File: src/rtl/wdog_pkg.sv
package wdog_pkg;

    localparam int unsigned WD_W_DEF = 16;

    typedef enum logic {
        WD_IDLE = 1'b0,
        WD_RUN  = 1'b1
    } wd_state_e;

    typedef struct packed {
        logic arm_first;   // first non-zero write while idle
        logic reload;      // any write while running
        logic clr_flag;    // zero-valued write
        logic ignored;     // zero write while idle: no arming
    } wd_cmd_t;

    function automatic wd_cmd_t wd_decode(input logic wr,
                                          input logic data_zero,
                                          input wd_state_e st);
        wd_cmd_t c;
        c.arm_first = wr && (st == WD_IDLE) && !data_zero;
        c.reload    = wr && (st == WD_RUN);
        c.clr_flag  = wr && data_zero;
        c.ignored   = wr && (st == WD_IDLE) && data_zero;
        return c;
    endfunction

endpackage

File: src/rtl/wdog_cmd_dec.sv
module wdog_cmd_dec
    import wdog_pkg::*;
#(
    parameter int unsigned W = WD_W_DEF
) (
    input  logic             wr_en,
    input  logic [W-1:0]     wr_data,
    input  wd_state_e        st,
    output wd_cmd_t          cmd
);
    logic data_zero;

    always_comb begin
        data_zero = (wr_data == '0);
        cmd       = wd_decode(wr_en, data_zero, st);
    end

endmodule

File: src/rtl/wdog_cfg.sv
module wdog_cfg
    import wdog_pkg::*;
#(
    parameter int unsigned W = WD_W_DEF
) (
    input  logic         clk,
    input  logic         rst,
    input  wd_cmd_t      cmd,
    input  logic [W-1:0] wr_data,
    input  logic         expire,
    output wd_state_e    st,
    output logic [W-1:0] tmo
);
    wd_state_e    st_q;
    logic [W-1:0] tmo_q;

    always_ff @(posedge clk) begin
        if (rst) begin
            st_q  <= WD_IDLE;
            tmo_q <= '0;
        end else if (expire) begin
            st_q  <= WD_IDLE;
            tmo_q <= '0;
        end else if (cmd.arm_first) begin
            st_q  <= WD_RUN;
            tmo_q <= wr_data;
        end
    end

    assign st  = st_q;
    assign tmo = tmo_q;

    // a zero write never arms an idle watchdog
    p_zero_noarm_r8: assert property (@(posedge clk) disable iff (rst)
        (st_q == WD_IDLE && cmd.ignored) |=> (st_q == WD_IDLE));

    // latched timeout is untouched by later writes while running
    p_tmo_stable_r4: assert property (@(posedge clk) disable iff (rst)
        (st_q == WD_RUN && !expire) |=> $stable(tmo_q));

    // after expiry the latched value is cleared
    p_tmo_clear_r11: assert property (@(posedge clk) disable iff (rst)
        expire |=> (tmo_q == '0 && st_q == WD_IDLE));

endmodule

File: src/rtl/wdog_counter.sv
module wdog_counter
    import wdog_pkg::*;
#(
    parameter int unsigned W = WD_W_DEF
) (
    input  logic         clk,
    input  logic         rst,
    input  wd_state_e    st,
    input  wd_cmd_t      cmd,
    input  logic [W-1:0] wr_data,
    input  logic [W-1:0] tmo,
    output logic [W-1:0] cnt,
    output logic         expire,
    output logic         req
);
    localparam logic [W-1:0] ONE = {{(W-1){1'b0}}, 1'b1};

    logic [W-1:0] cnt_q;
    logic         req_q;

    always_comb begin
        expire = (st == WD_RUN) && !cmd.reload && (cnt_q == ONE);
    end

    always_ff @(posedge clk) begin
        if (rst) begin
            cnt_q <= '0;
            req_q <= 1'b0;
        end else begin
            req_q <= expire;
            if (cmd.arm_first)
                cnt_q <= wr_data;
            else if (cmd.reload)
                cnt_q <= tmo;
            else if (expire)
                cnt_q <= '0;
            else if (st == WD_RUN)
                cnt_q <= cnt_q - ONE;
        end
    end

    assign cnt = cnt_q;
    assign req = req_q;

    // one step down per cycle while running without a write
    p_dec_r3: assert property (@(posedge clk) disable iff (rst)
        (st == WD_RUN && !cmd.reload && cnt_q > ONE) |=> (cnt_q == $past(cnt_q) - ONE));

    // request is a single-cycle pulse
    p_pulse_one_r5: assert property (@(posedge clk) disable iff (rst)
        req_q |=> !req_q);

    // idle count holds at zero
    p_idle_hold_r6: assert property (@(posedge clk) disable iff (rst)
        (st == WD_IDLE && !cmd.arm_first && cnt_q == '0) |=> (cnt_q == '0));

    // a write on the last edge prevents the request
    p_late_write_r10: assert property (@(posedge clk) disable iff (rst)
        (st == WD_RUN && cmd.reload) |=> !req_q);

endmodule

File: src/rtl/wdog_status.sv
module wdog_status
    import wdog_pkg::*;
(
    input  logic    clk,
    input  logic    rst,
    input  wd_cmd_t cmd,
    input  logic    expire,
    output logic    flag
);
    logic flag_q;

    always_ff @(posedge clk) begin
        if (rst)
            flag_q <= 1'b0;
        else if (expire)
            flag_q <= 1'b1;
        else if (cmd.clr_flag)
            flag_q <= 1'b0;
    end

    assign flag = flag_q;

    // expiry sets the flag
    p_flag_set_r6: assert property (@(posedge clk) disable iff (rst)
        expire |=> flag_q);

    // only a zero write (or power-on reset) clears the flag
    p_flag_hold_r7: assert property (@(posedge clk) disable iff (rst)
        (flag_q && !cmd.clr_flag) |=> flag_q);

    // zero write without expiry clears it
    p_flag_clr_r8: assert property (@(posedge clk) disable iff (rst)
        (cmd.clr_flag && !expire) |=> !flag_q);

endmodule

File: src/rtl/wdog_reload.sv
module wdog_reload
    import wdog_pkg::*;
#(
    parameter int unsigned CNT_W = WD_W_DEF
) (
    input  logic             clk,
    input  logic             rst,
    input  logic             wr_en,
    input  logic [CNT_W-1:0] wr_data,
    output logic             sys_rst_req,
    output logic             wdt_flag,
    output logic             armed,
    output logic [CNT_W-1:0] count
);
    wd_cmd_t          cmd;
    wd_state_e        st;
    logic [CNT_W-1:0] tmo;
    logic             expire;

    wdog_cmd_dec #(.W(CNT_W)) u_dec (
        .wr_en   (wr_en),
        .wr_data (wr_data),
        .st      (st),
        .cmd     (cmd)
    );

    wdog_cfg #(.W(CNT_W)) u_cfg (
        .clk     (clk),
        .rst     (rst),
        .cmd     (cmd),
        .wr_data (wr_data),
        .expire  (expire),
        .st      (st),
        .tmo     (tmo)
    );

    wdog_counter #(.W(CNT_W)) u_cnt (
        .clk     (clk),
        .rst     (rst),
        .st      (st),
        .cmd     (cmd),
        .wr_data (wr_data),
        .tmo     (tmo),
        .cnt     (count),
        .expire  (expire),
        .req     (sys_rst_req)
    );

    wdog_status u_sts (
        .clk    (clk),
        .rst    (rst),
        .cmd    (cmd),
        .expire (expire),
        .flag   (wdt_flag)
    );

    assign armed = (st == WD_RUN);

    // any write while armed restores the latched timeout
    p_reload_r4: assert property (@(posedge clk) disable iff (rst)
        (armed && wr_en) |=> (count == $past(tmo)));

    // first non-zero write arms and loads its data
    p_arm_r2: assert property (@(posedge clk) disable iff (rst)
        (!armed && wr_en && wr_data != '0) |=> (armed && count == $past(wr_data)));

    // request coincides with a zero count and a disarmed state
    p_req_state_r5: assert property (@(posedge clk) disable iff (rst)
        sys_rst_req |-> (count == '0 && !armed && wdt_flag));

endmodule

File: config.mk
export PLATFORM = sky130hd
export DESIGN_NAME = wdog_reload
export DESIGN_NICKNAME = d
export VERILOG_FILES = /design/src/rtl/wdog_pkg.sv /design/src/rtl/wdog_cmd_dec.sv /design/src/rtl/wdog_cfg.sv /design/src/rtl/wdog_counter.sv /design/src/rtl/wdog_status.sv /design/src/rtl/wdog_reload.sv
export SDC_FILE = /design/constraint.sdc
export NUM_CORES = 1
export LEC_CHECK = 0
export BUFFER_PORTS_ARGS = -buffer_cell sky130_fd_sc_hd__buf_4
export CAP_MARGIN = 20
export CORE_ASPECT_RATIO = 1.75
export CORE_MARGIN = 3
export CORE_UTILIZATION = 47
export CTS_BUF_LIST = sky130_fd_sc_hd__clkbuf_4
export DETAILED_ROUTE_END_ITERATION = 6
export PLACE_DENSITY_LB_ADDON = 0.12
export SKIP_LAST_GASP = 1
export SYNTH_ARGS = -nofsm -noshare
export SYNTH_HDL_FRONTEND = slang
export SYNTH_SLANG_ARGS = --single-unit
File: constraint.sdc
create_clock -name clk -period 5.84 [get_ports clk]
set_input_delay 1.168 -clock clk [delete_from_list [all_inputs] [get_ports clk]]
set_output_delay 1.168 -clock clk [all_outputs]
set_load 0.02 [all_outputs]
==> results of run 1 <==
==> worst min-delay path: stages, from the launching register on <==
cell and delay, ps:
dfxtp_1 340, mux2i_1 60, nor2_1 70
==> cells in the mapped netlist, types with 5 or more instances <==
master    instances
o21ai_0          10
inv_1            15
nor2_1           34
dfxtp_1          35
nor3_1           12
a21oi_1          21
mux2i_1          16
clkbuf_1          8
a221oi_1          8
a22oi_1           5
nand2_1          27
nand2b_1          7
a211oi_1          5
==> worst paths after layout <==
kind                                   start            end  slack [ps]
worst max-delay path              wr_data[5]  u_cnt.cnt[10]        3000
worst min-delay path            u_cfg.tmo[8]   u_cfg.tmo[8]         500
worst max register to register      u_cfg.st  u_cfg.tmo[12]        3220
worst min register to register  u_cfg.tmo[8]   u_cfg.tmo[8]         500
==> where the power goes <==
group	switching (mW)	internal, mW	leakage, nW
logic	0.122	0.0857	0.692
registers	0.0274	0.259	0.288
clock network	0.0781	0.0475	0.0276
==> layout make-up <==
class	instances	area, µm²
clock buffers	6	45.0
fillers	442	1910
inverters	15	56.3
multi-input cells	204	1370
flip-flops and latches	35	701
well taps	51	63.8
repair buffers	39	293
==> metrics by stage <==
| step | setup WS [ps] | area, µm² | hold WS (ps) |
|---|---|---|---|
| floorplan | 3250 | 2200 | 452 |
| global placement | 2700 | 2490 | 473 |
| detailed placement | 2660 | 2490 | 482 |
| CTS | 3020 | 2530 | 503 |
| global route | 2860 | 2530 | 520 |
| finish | 3000 | 2530 | 503 |
==> cells in the final DEF, fill, tap and decap left out, drive strengths merged, types with 10 or more instances in the layout <==
master | netlist | layout
a21oi | 23 | 23
nor3 | 12 | 12
inv | 15 | 15
dfxtp | 35 | 35
nand2 | 27 | 27
nor4 | 10 | 10
buf | 7 | 39
nor2 | 34 | 34
mux2i | 16 | 16
o21ai | 10 | 10
==> logic make-up (layout without fill, tap and decap cells) <==
logic type	Yosys count	count (layout)
flops	35	35
simple gates	111	111
fa+ha+maj	2	2
buf+inv	31	60
mux	16	16
compound gates	75	75
==> flip-flops by register name (all words and copies together), names as in the netlist <==
register and cells:
u_cnt.req 1, u_cfg.st 1, u_cfg.tmo 16, u_cnt.cnt 16, u_sts.flag 1
==> routing by layer <==
| metal | GRT usage (%) | vias up | wire length (µm) |
|---|---|---|---|
| met5 | 0 | - | 0 |
| met4 | 11.6 | 0 | 208 |
| met3 | 3.32 | 14 | 194 |
| met2 | 44.4 | 55 | 3550 |
| met1 | 24.7 | 1016 | 2320 |
| li1 | - | 1044 | - |
==> out/results.txt, run 1 <==
Final number of setup-violating endpoints: 0. The number of instances in the placed design came out at 344. The number of rows in the core area is 32, and the final max-slew violation count is 0. The number of endpoints with negative hold slack in the final report was 0; the first-pass iteration count of the detailed router was 4. TritonCTS created 5 clock buffers. Broken down by cell family, the worst path's largest delay share belongs to compound AO/OA/AOI/OAI gates. The first global-routing pass estimated 9.83 mm of wire. The worst-margin pin slew came out at 789 ps.

Ranked by total cell area, the synthesized netlist is headed by dfxtp_1, mux2i_1, nor2_1. In this run the post-CTS setup repair buffer count came out at 0. The run gives 35 as the clock sink total. TritonCTS built the clock tree.

The cell type of the slowest stage on the worst timing path is a211oi_4. The number of cells on the worst hold path is 2. After detailed routing, the total wire length is 6.28 mm. Clock latency on the worst-skew pair, taken at its later pin, is 330 ps. The min-delay analysis places its worst path in the category flop to flop.

The tool flagged a number of max-cap violations equal to 0. Buffers inserted to repair hold after CTS numbered 0. The die width is 57.7 µm. When the netlist entered floorplanning its net count stood at 291. The area share of fa/ha/maj cells after synthesis is 1.14%. Leaving out filler cells and counting taps, the final layout contains 350.

For this block, the initial DRC count from the detailed router was 68. The run gives 0 ps as the final total negative setup slack. The die covers 5560 µm². Global routing used 23.5% of the available tracks across all layers. The synthesized netlist devotes 26.1% of its cell area to compound gates.

After synthesis, the largest area contributor takes up 31.9% of total cell area. Power density relative to cell area: 245 nW/µm². For the initial antenna violation count, the log shows 0. The routed via count divided by cell count is 6.08, and the fraction of the core area covered by cells at the end of the flow is 57.0%. The number of register bits inferred by synthesis was 35.

The number of inserted diodes came out at 0. The run gives 37 as the maximum number of pins on one net before global-route repair. Along the worst path, the maximum fanout reaches 19. By startpoint and endpoint, the worst setup path is classified as primary input to flop.

The number of resized instances in the post-cts repair step was 0; the average routed wire per standard cell was 17.9 µm. The run gives 0.000168 V as the peak ir drop on the vdd network. The count of input and output buffers was 37.

For the maximum clock insertion buffer count, the log shows 2. For this design the top-level I/O count stands at 38. Relative slew slack: 47.3%. For the number of global-route vias before repair, the log shows 1990.

In the synthesized netlist the async set-or-reset flop fraction comes to 0%. The clock-pin slew on the worst setup and hold paths is 100 ps. The largest incremental delay on the critical path is 570 ps.

Among all flip-flop cells after synthesis, the most frequent one is dfxtp_1. The die boundary height is 96.4 µm, and the number of design rule violations left after detail routing is 0. The largest family of logic cells by synthesized area is simple AND/OR/NAND/NOR gates. The tools report the cell chosen for the clock root as clkbuf_4.

Kind of launch point of the worst setup path: a primary input. Of the total synthesized cell area, the portion taken by XOR and XNOR cells is 0%. The average footprint of a synthesized cell came out at 8.13 µm².

For this configuration, the core starts out at a cell density of 49.4%. The logs give 0 for the final global-route overflow total and 0.923 for the placer's final routability congestion estimate. Summed over all cells, the static leakage comes to 1.01 nW.

Cells with a size suffix above 1 make up 20.4% of the layout. The net count of the finished layout is 321. The flow ran to the end, and the final reports show no timing, DRC or antenna violations. The power consumption came out at 0.620 mW. Synthesis instantiated 52 different standard cells from the library. After synthesis the cells add up to 2200 µm². Synthesis produced a netlist whose cell count is 270. The register area share after synthesis was 31.9%; the synthesis-to-layout area growth was 15.3%. The signal on the critical path passes through buf_4 -> nor4_4 -> a41oi_4 -> a211oi_4 -> a21oi_2 -> nor4_2. Counting buffers and inverters, the worst setup path is 6 cells deep. Summing over every cut layer, the via total after detailed routing is 2129.

In this run the standard cell core region covers 4440 µm². The top cell type by total area after synthesis is dfxtp_1. The clock period could shrink to 2840 ps. The worst register-to-register path has a depth of 5. The required time of the worst setup path is 6090 ps.

The final clock period utilization by the worst path is 48.7%. Yosys mapped a number of flops with a built-in enable equal to 0. Count of buffer and inverter cells on the critical path: 1. The tools report the half-perimeter wire length after placement as 4.69 mm.

The worst setup path is captured at a flop. The clock tree synthesis step divided the H-tree into 2 levels. Final setup skew: 3.63 ps. Data arrives at the worst endpoint at 3090 ps.

Summing the areas of all and, or, nand and nor instances in the mapped netlist gives 27.7% of the synthesized area. Setup repair after global routing left no endpoint under its margin. Portion of netlist area occupied by mux cells: 7.29%.

Based on the critical path, the design can be clocked at up to 352 MHz. During synthesis, Yosys emitted a total of 0 warnings. Remaining antenna violation count after routing: 0.
No activity file was read; power rests on OpenSTA's default activity.
==> run 2, diff against run 1 <==
==> constraint.sdc (replaced) <==
create_clock -name clk -period 2.5 [get_ports clk]
set_input_delay 0.5 -clock clk [delete_from_list [all_inputs] [get_ports clk]]
set_output_delay 0.5 -clock clk [all_outputs]
set_load 0.02 [all_outputs]
==> out/results.txt, run 2 (synthesis results as in run 1) <==
The flow ran to the end, and the final reports show no timing, DRC or antenna violations. The worst setup path is captured at a flop. The final clock period utilization by the worst path was 87.3%. The run gives 419 ps (-84.4 ps) as the hold slack.

The kind of launch point of the worst setup path was a flop. The logs give 0 ps (unchanged) for the final total negative setup slack and 0 (unchanged) for the final max-slew violation count. The first-pass iteration count of the detailed router was 4 (unchanged).

The run gives 420 (-5.0%) as the number of inserted filler cells in the final layout. The run gives 353 (+2.6%) as the number of instances in the placed design. Walking the worst path, the cells encountered are inv_1 -> ha_1 -> nor4b_1 -> and4_1 -> a211oi_4 -> a211oi_1 -> a211oi_2.

The global router's overall resource usage is 25.6% (+2.1 points), and the die outline area is 5560 µm² (unchanged). The logs give 317 ps (-2680 ps) for the final worst slack and 4440 µm² (unchanged) for the total core area. Required time of the worst setup path: 2780 ps (-3310 ps). TritonCTS built the clock tree. The via count is 2196 (+3.1%), and the worst-margin pin slew is 584 ps (-205 ps). The final global-route overflow total is 0 (unchanged). The logs give 13.7 ps (+10.1 ps) for the final setup skew and 10.7 mm (+9.3%) for the global-route wire length before repair. The maximum fanout along the worst path is 8 (-11), and the clock-pin slew on the worst setup and hold paths is 120 ps (+20 ps).

The run gives 35 (unchanged) as the clock sink total. The run gives 330 (+2.8%) as the final-stage net count. The run gives 0 (unchanged) as the number of endpoints with negative hold slack in the final report. The root buffer cell chosen for the clock tree is clkbuf_4. The die boundary height is 96.4 µm (unchanged), and the top achievable clock speed is 458 MHz.

The total of hold buffers inserted after clock tree synthesis was 0 (unchanged). The average routed wire per standard cell was 18.0 µm (+0.35%); the number of standard cells in the layout, taps in and fillers out was 361 (+3.1%). The count of input and output buffers is 37 (unchanged).

The leakage power total was 1.07 nW (+6.4%); the CTS buffer count was 5 (unchanged). The run gives 1.59 mW (+160%) as the power consumption. The tools report the H-tree depth reported by CTS as 2 (unchanged). The largest incremental delay on the critical path is 590 ps (+20 ps), and the number of buffers inserted to repair setup after CTS is 0 (unchanged). The die width was 57.7 µm (unchanged); the switching power of the nets was 0.557 mW (+150%).

The tools report the max-cap check violation count as 0 (unchanged). The remaining antenna violation count after routing was 0 (unchanged); the internal power consumption was 1.03 mW (+160%). For the number of rows in the core area, the log shows 32 (unchanged). The run gives 0.000378 V (+120%) as the peak ir drop on the vdd network.

Leaving out fill and tap cells, the most frequent cell in the layout is buf_4. The half-perimeter wire length after placement came out at 5.02 mm (+7.0%). The routed wire length was 6.50 mm (+3.5%); the final number of setup-violating endpoints was 0 (unchanged).

The number of resized instances in the post-cts repair step was 0 (unchanged); the clock latency of the later-clocked register in the worst-skew pair was 350 ps (+20 ps). Setup repair after global routing left no endpoint under its margin. For the number of global-route vias before repair, the log shows 2288 (+15%). The type of the worst min-delay path was primary input to flop. The initial antenna violation count was 0 (unchanged).

The maximum number of pins on one net before global-route repair was 21 (-43%). The critical path is of the flop to flop type. The maximum clock insertion buffer count is 2 (unchanged), and the routed via count divided by cell count is 6.08 (about the same).

Part of the total power dissipated in combinational logic: 32.5% (-1.0 points). The number of design-rule violations left by the first detailed-router iteration was 70 (+2.9%). Counting I/O delays and the setup requirement, the final critical path takes 2180 ps. The share of post-route cells with drive strength above 1 is 22.9% (+2.5 points). Portion of total power attributed to sequential cells: 41.7% (-4.6 points).

For the top-level I/O count, the log shows 38 (unchanged). The library cells used most frequently in the layout, excluding fill and tap cells, are buf_4, dfxtp_1, nor2_1. The tools report the proportion of power drawn by the clock network as 25.8% (+5.5 points). The power density relative to cell area is 602 nW/µm² (+150%). The slowest stage of the critical path belongs to the cell a211oi_4. The run gives 60.9% (+14 points) as the relative slew slack. Net switching share of the total power: 35.0% (-1.6 points). For the post-place setup slack, the log shows 149 ps (-2510 ps). The logs give 49.4% (unchanged) for the initial standard-cell utilization of the core and 2460 ps (-630 ps) for the arrival time reported for the critical path endpoint.

The number of inserted diodes was 0 (unchanged). Compared with the post-synthesis result, the final layout area differs by 20.4%. The logs give 0 (unchanged) for the number of design rule violations left after detail routing and 0.844 (-8.6%) for the placer's final routability congestion estimate.
## run 2: final cells by class
cell class	instances	area, µm²	share of cell area [%]
multi-input cells	204	1370	52.0
flip-flops and latches	35	701	26.5
inverters	15	56.3	2.13
clock inverters	3	38.8	1.47
clock buffers	5	37.5	1.42
repair buffers	48	373	14.1
well taps	51	63.8	2.41
## run 2: final timing paths
kind,startpoint,slack [ps],cells past startpoint,endpoint
max,u_cnt.cnt[1],320,7,u_cnt.cnt[0]
min,wr_data[5],420,3,u_cfg.tmo[5]
max reg2reg,u_cnt.cnt[1],320,7,u_cnt.cnt[0]
min reg2reg,u_cfg.tmo[13],490,2,u_cfg.tmo[13]
## run 2: critical path, delay by kind of cell (launching register included)
family / cells / cell delay [ps]
flip-flops: 1 / 390
buffers and inverters: 1 / 100
adder cells (fa/ha/maj): 1 / 180
AO/OA/AOI/OAI: 3 / 970
AND/OR/NAND/NOR: 2 / 480
## run 2: power by group through the flow
stage               Combinational, mW  Clock, mW  Sequential [mW]
floorplan                       0.294          0            0.699
global placement                0.510          0            0.675
detailed placement              0.514          0            0.676
CTS                             0.516      0.427            0.663
global route                    0.575      0.441            0.673
finish                          0.517      0.410            0.664
## run 2: routing by layer
layer	vias up	routed length, µm	track usage, %
met3	26	185	4.26
met4	0	419	20.1
li1	1063	-	-
met2	53	3590	46.3
met5	-	0	0
met1	1054	2300	25.0
## run 2: per-stage QoR
step | instance area (µm²) | util, %
3_3_place_gp | 2570 | 57.8
6_report | 2640 | 59.5
2_1_floorplan | 2200 | -
3_5_place_dp | 2570 | 57.8
4_1_cts | 2640 | 59.5
5_1_grt | 2640 | 59.5
==> run 3, diff against run 2 <==
==> constraint.sdc (replaced) <==
create_clock -name clk -period 2.5 [get_ports clk]
set_input_delay 0.375 -clock clk [delete_from_list [all_inputs] [get_ports clk]]
set_output_delay 0.375 -clock clk [all_outputs]
set_load 0.02 [all_outputs]
==> out/results.txt, run 3 (synthesis results as in run 1) <==
The part of the total power dissipated in combinational logic came out at 29.8% (-2.7 points). Die width: 57.7 µm (unchanged). The number of cells on the worst hold path was 3 (unchanged); the first-pass iteration count of the detailed router was 4 (unchanged).

Met1 usage: 25.1% (+0.061 points). The run gives 0 (unchanged) as the initial antenna violation count. The final clock period utilization by the worst path was 83.1% (-4.2 points).

The tools report the arrival time reported for the critical path endpoint as 2300 ps (-160 ps). The H-tree depth reported by CTS is 2 (unchanged), and the peak ir drop on the vdd network is 0.000402 V (+6.2%). The routed wire length is 6.33 mm (-2.6%), and the final global-route overflow total is 0 (unchanged). The number of endpoints with negative hold slack in the final report is 0 (unchanged). The tools report the worst min-delay path startpoint as wr_data[5]. The tools report the placed cell area as 2550 µm² (-0.78%). The tree is rooted in a clkbuf_4. Clock latency of the later-clocked register in the worst-skew pair: 350 ps (about the same).

The leakage power total came out at 1.07 nW (-0.12%). The half-perimeter wire length after placement was 4.94 mm (-1.8%); the count of input and output buffers was 37 (unchanged). The number of inserted filler cells in the final layout came out at 444 (+5.7%).

The maximum clock insertion buffer count was 2 (unchanged); the global-route wire length before repair was 10.2 mm (-4.9%). The share of post-route cells with drive strength above 1 is 23.0% (+0.074 points). Setup repair after global routing left no endpoint under its margin.

The logs give 2150 (-6.0%) for the number of global-route vias before repair and 5 (unchanged) for the CTS buffer count. The worst-margin pin slew works out to 540 ps (-43.7 ps). The maximum fanout along the worst path is 9 (+1). The routed via count divided by cell count was 6.01 (-1.1%); the proportion of power drawn by the clock network was 30.7% (+4.9 points). The via count is 2165 (-1.4%), and the number of design-rule violations left by the first detailed-router iteration is 90 (+29%). The relative slew slack is 63.9% (+3.0 points), and the net switching share of the total power is 32.9% (-2.1 points).

The initial standard-cell utilization of the core was 49.4% (unchanged). The sequential cell area in the final layout was 701 µm² (unchanged); the number of design rule violations left after detail routing was 0 (unchanged). Leaving out fill and tap cells, the most frequent cell in the layout is buf_4. The clock-pin slew on the worst setup and hold paths is 120 ps (about the same). The tools report the internal reg-to-reg setup slack as 420 ps (+100 ps).

The number of resized instances in the post-cts repair step is 0 (unchanged), and the power density relative to cell area is 637 nW/µm² (+5.9%). The placer's final routability congestion estimate was 0.968 (+15%); the average routed wire per standard cell was 17.6 µm (-2.3%). The logs give 481 MHz (+5.0%) for the top achievable clock speed and 23 (+9.5%) for the maximum number of pins on one net before global-route repair.

The global-route track usage on met2 was 43.1% (-3.2 points). Type of the worst min-delay path: primary input to flop. The total core area is 4440 µm² (unchanged), and the clock sink total is 35 (unchanged). The critical path in this run is classified as flop to flop. The path with the worst hold slack has its endpoint at u_cfg.tmo[5].

For the met3 track demand over resource, the log shows 3.86% (-0.40 points). Final-stage net count: 329 (-0.30%). The run gives 0 (unchanged) as the number of buffers inserted to repair setup after CTS. Max-cap check violation count: 0 (unchanged). The die outline area was 5560 µm² (unchanged). The worst-case reg-to-reg path depth was 5 (-2). The peak-usage layer in the global routing report was met2. The number of inserted diodes is 0 (unchanged), and the number of rows in the core area is 32 (unchanged). Relative to the synthesized area, the layout overhead comes to 20.8%. The final total negative setup slack is 0 ps (unchanged), and the shortest period the worst path allows is 2080 ps (-104 ps).

The final number of setup-violating endpoints is 0 (unchanged). Endpoint class of the critical path: a flop. The remaining antenna violation count after routing is 0 (unchanged).

The endpoint identified for the worst register-to-register timing path is u_cnt.cnt[0]. The run finished with clean final reports. The kind of launch point of the worst setup path was a flop.

Internal power consumption: 1.13 mW (+9.7%). The logs give 38 (unchanged) for the top-level I/O count and 15.2 ps (+1.44 ps) for the final setup skew. The switching power of the nets was 0.557 mW (about the same). The top cell types in the final layout, fill and taps aside, are buf_4, dfxtp_1, nor2_1.

The startpoint identified for the worst register-to-register timing path is u_cnt.cnt[11]. The final max-slew violation count came out at 0 (unchanged). The die boundary height works out to 96.4 µm (unchanged).

The portion of total power attributed to sequential cells was 39.5% (-2.2 points). Global router's overall resource usage: 24.5% (-1.1 points). The required time of the worst setup path is 2720 ps (-60 ps).

The multi-input logic area is 1370 µm² (unchanged), and the design area is 2650 µm² (+0.33%). TritonCTS built the clock tree. The tools report the total of hold buffers inserted after clock tree synthesis as 0 (unchanged).
run 3: changes by cell type in the layout (fill, tap and decap cells not counted):
cell	before	now
buf_12	1	0
bufinv_16	1	2
clkinv_1	1	0
clkinv_2	1	0
clkinvlp_4	0	1
run 3: critical path, cell delays in order, from the launching register on:
cell      delay, ps
dfxtp_1         420
nor4_1          490
and4_1          470
a211oi_4        170
a211oi_1        330
a211oi_2         70
run 3: final cells by class:
type	instances	area share, %
multi-input combinational	204	51.8
sequential	35	26.4
timing repair buffer	47	13.3
clock inverter	3	2.55
tap	51	2.41
inverter	15	2.12
clock buffer	5	1.42
run 3: per-layer routing:
metal	share of wire [%]	routed length, µm	vias to the layer above
met5	0	0	-
met4	6.6	420	0
met3	4.3	275	29
met2	54	3420	80
met1	35	2210	994
li1	-	-	1062
run 3: how the worst max path moves through the flow:
stage	to	startpoint	slack, ps
floorplan	u_cnt.cnt[10]	u_cnt.cnt[1]	490
global placement	u_cnt.cnt[10]	wr_data[8]	340
detailed placement	u_cnt.cnt[0]	wr_data[8]	300
CTS	u_cnt.cnt[0]	u_cnt.cnt[11]	410
global route	u_cnt.cnt[2]	u_cnt.cnt[1]	270
finish	u_cnt.cnt[0]	u_cnt.cnt[11]	420
run 3: power groups by stage:
| stage | combinational [mW] | clock, mW | sequential, mW |
|---|---|---|---|
| after global placement | 0.500 | 0 | 0.679 |
| after detailed placement | 0.503 | 0 | 0.680 |
| after CTS | 0.505 | 0.532 | 0.668 |
| after global routing | 0.561 | 0.547 | 0.676 |
| final | 0.504 | 0.519 | 0.668 |
| after floorplan | 0.294 | 0 | 0.699 |
run 3: metrics by stage:
| stage | util, % | hold slack, ps | std cells | power (mW) | setup WS (ps) |
|---|---|---|---|---|---|
| after floorplan | - | 452 | 270 | 0.993 | 490 |
| after CTS | 59.7 | 279 | 360 | 1.70 | 414 |
| after detailed placement | 57.3 | 473 | 352 | 1.18 | 302 |
| final | 59.7 | 287 | 360 | 1.69 | 421 |
| after global routing | 59.7 | 285 | 360 | 1.78 | 269 |
| after global placement | 57.3 | 469 | 352 | 1.18 | 340 |
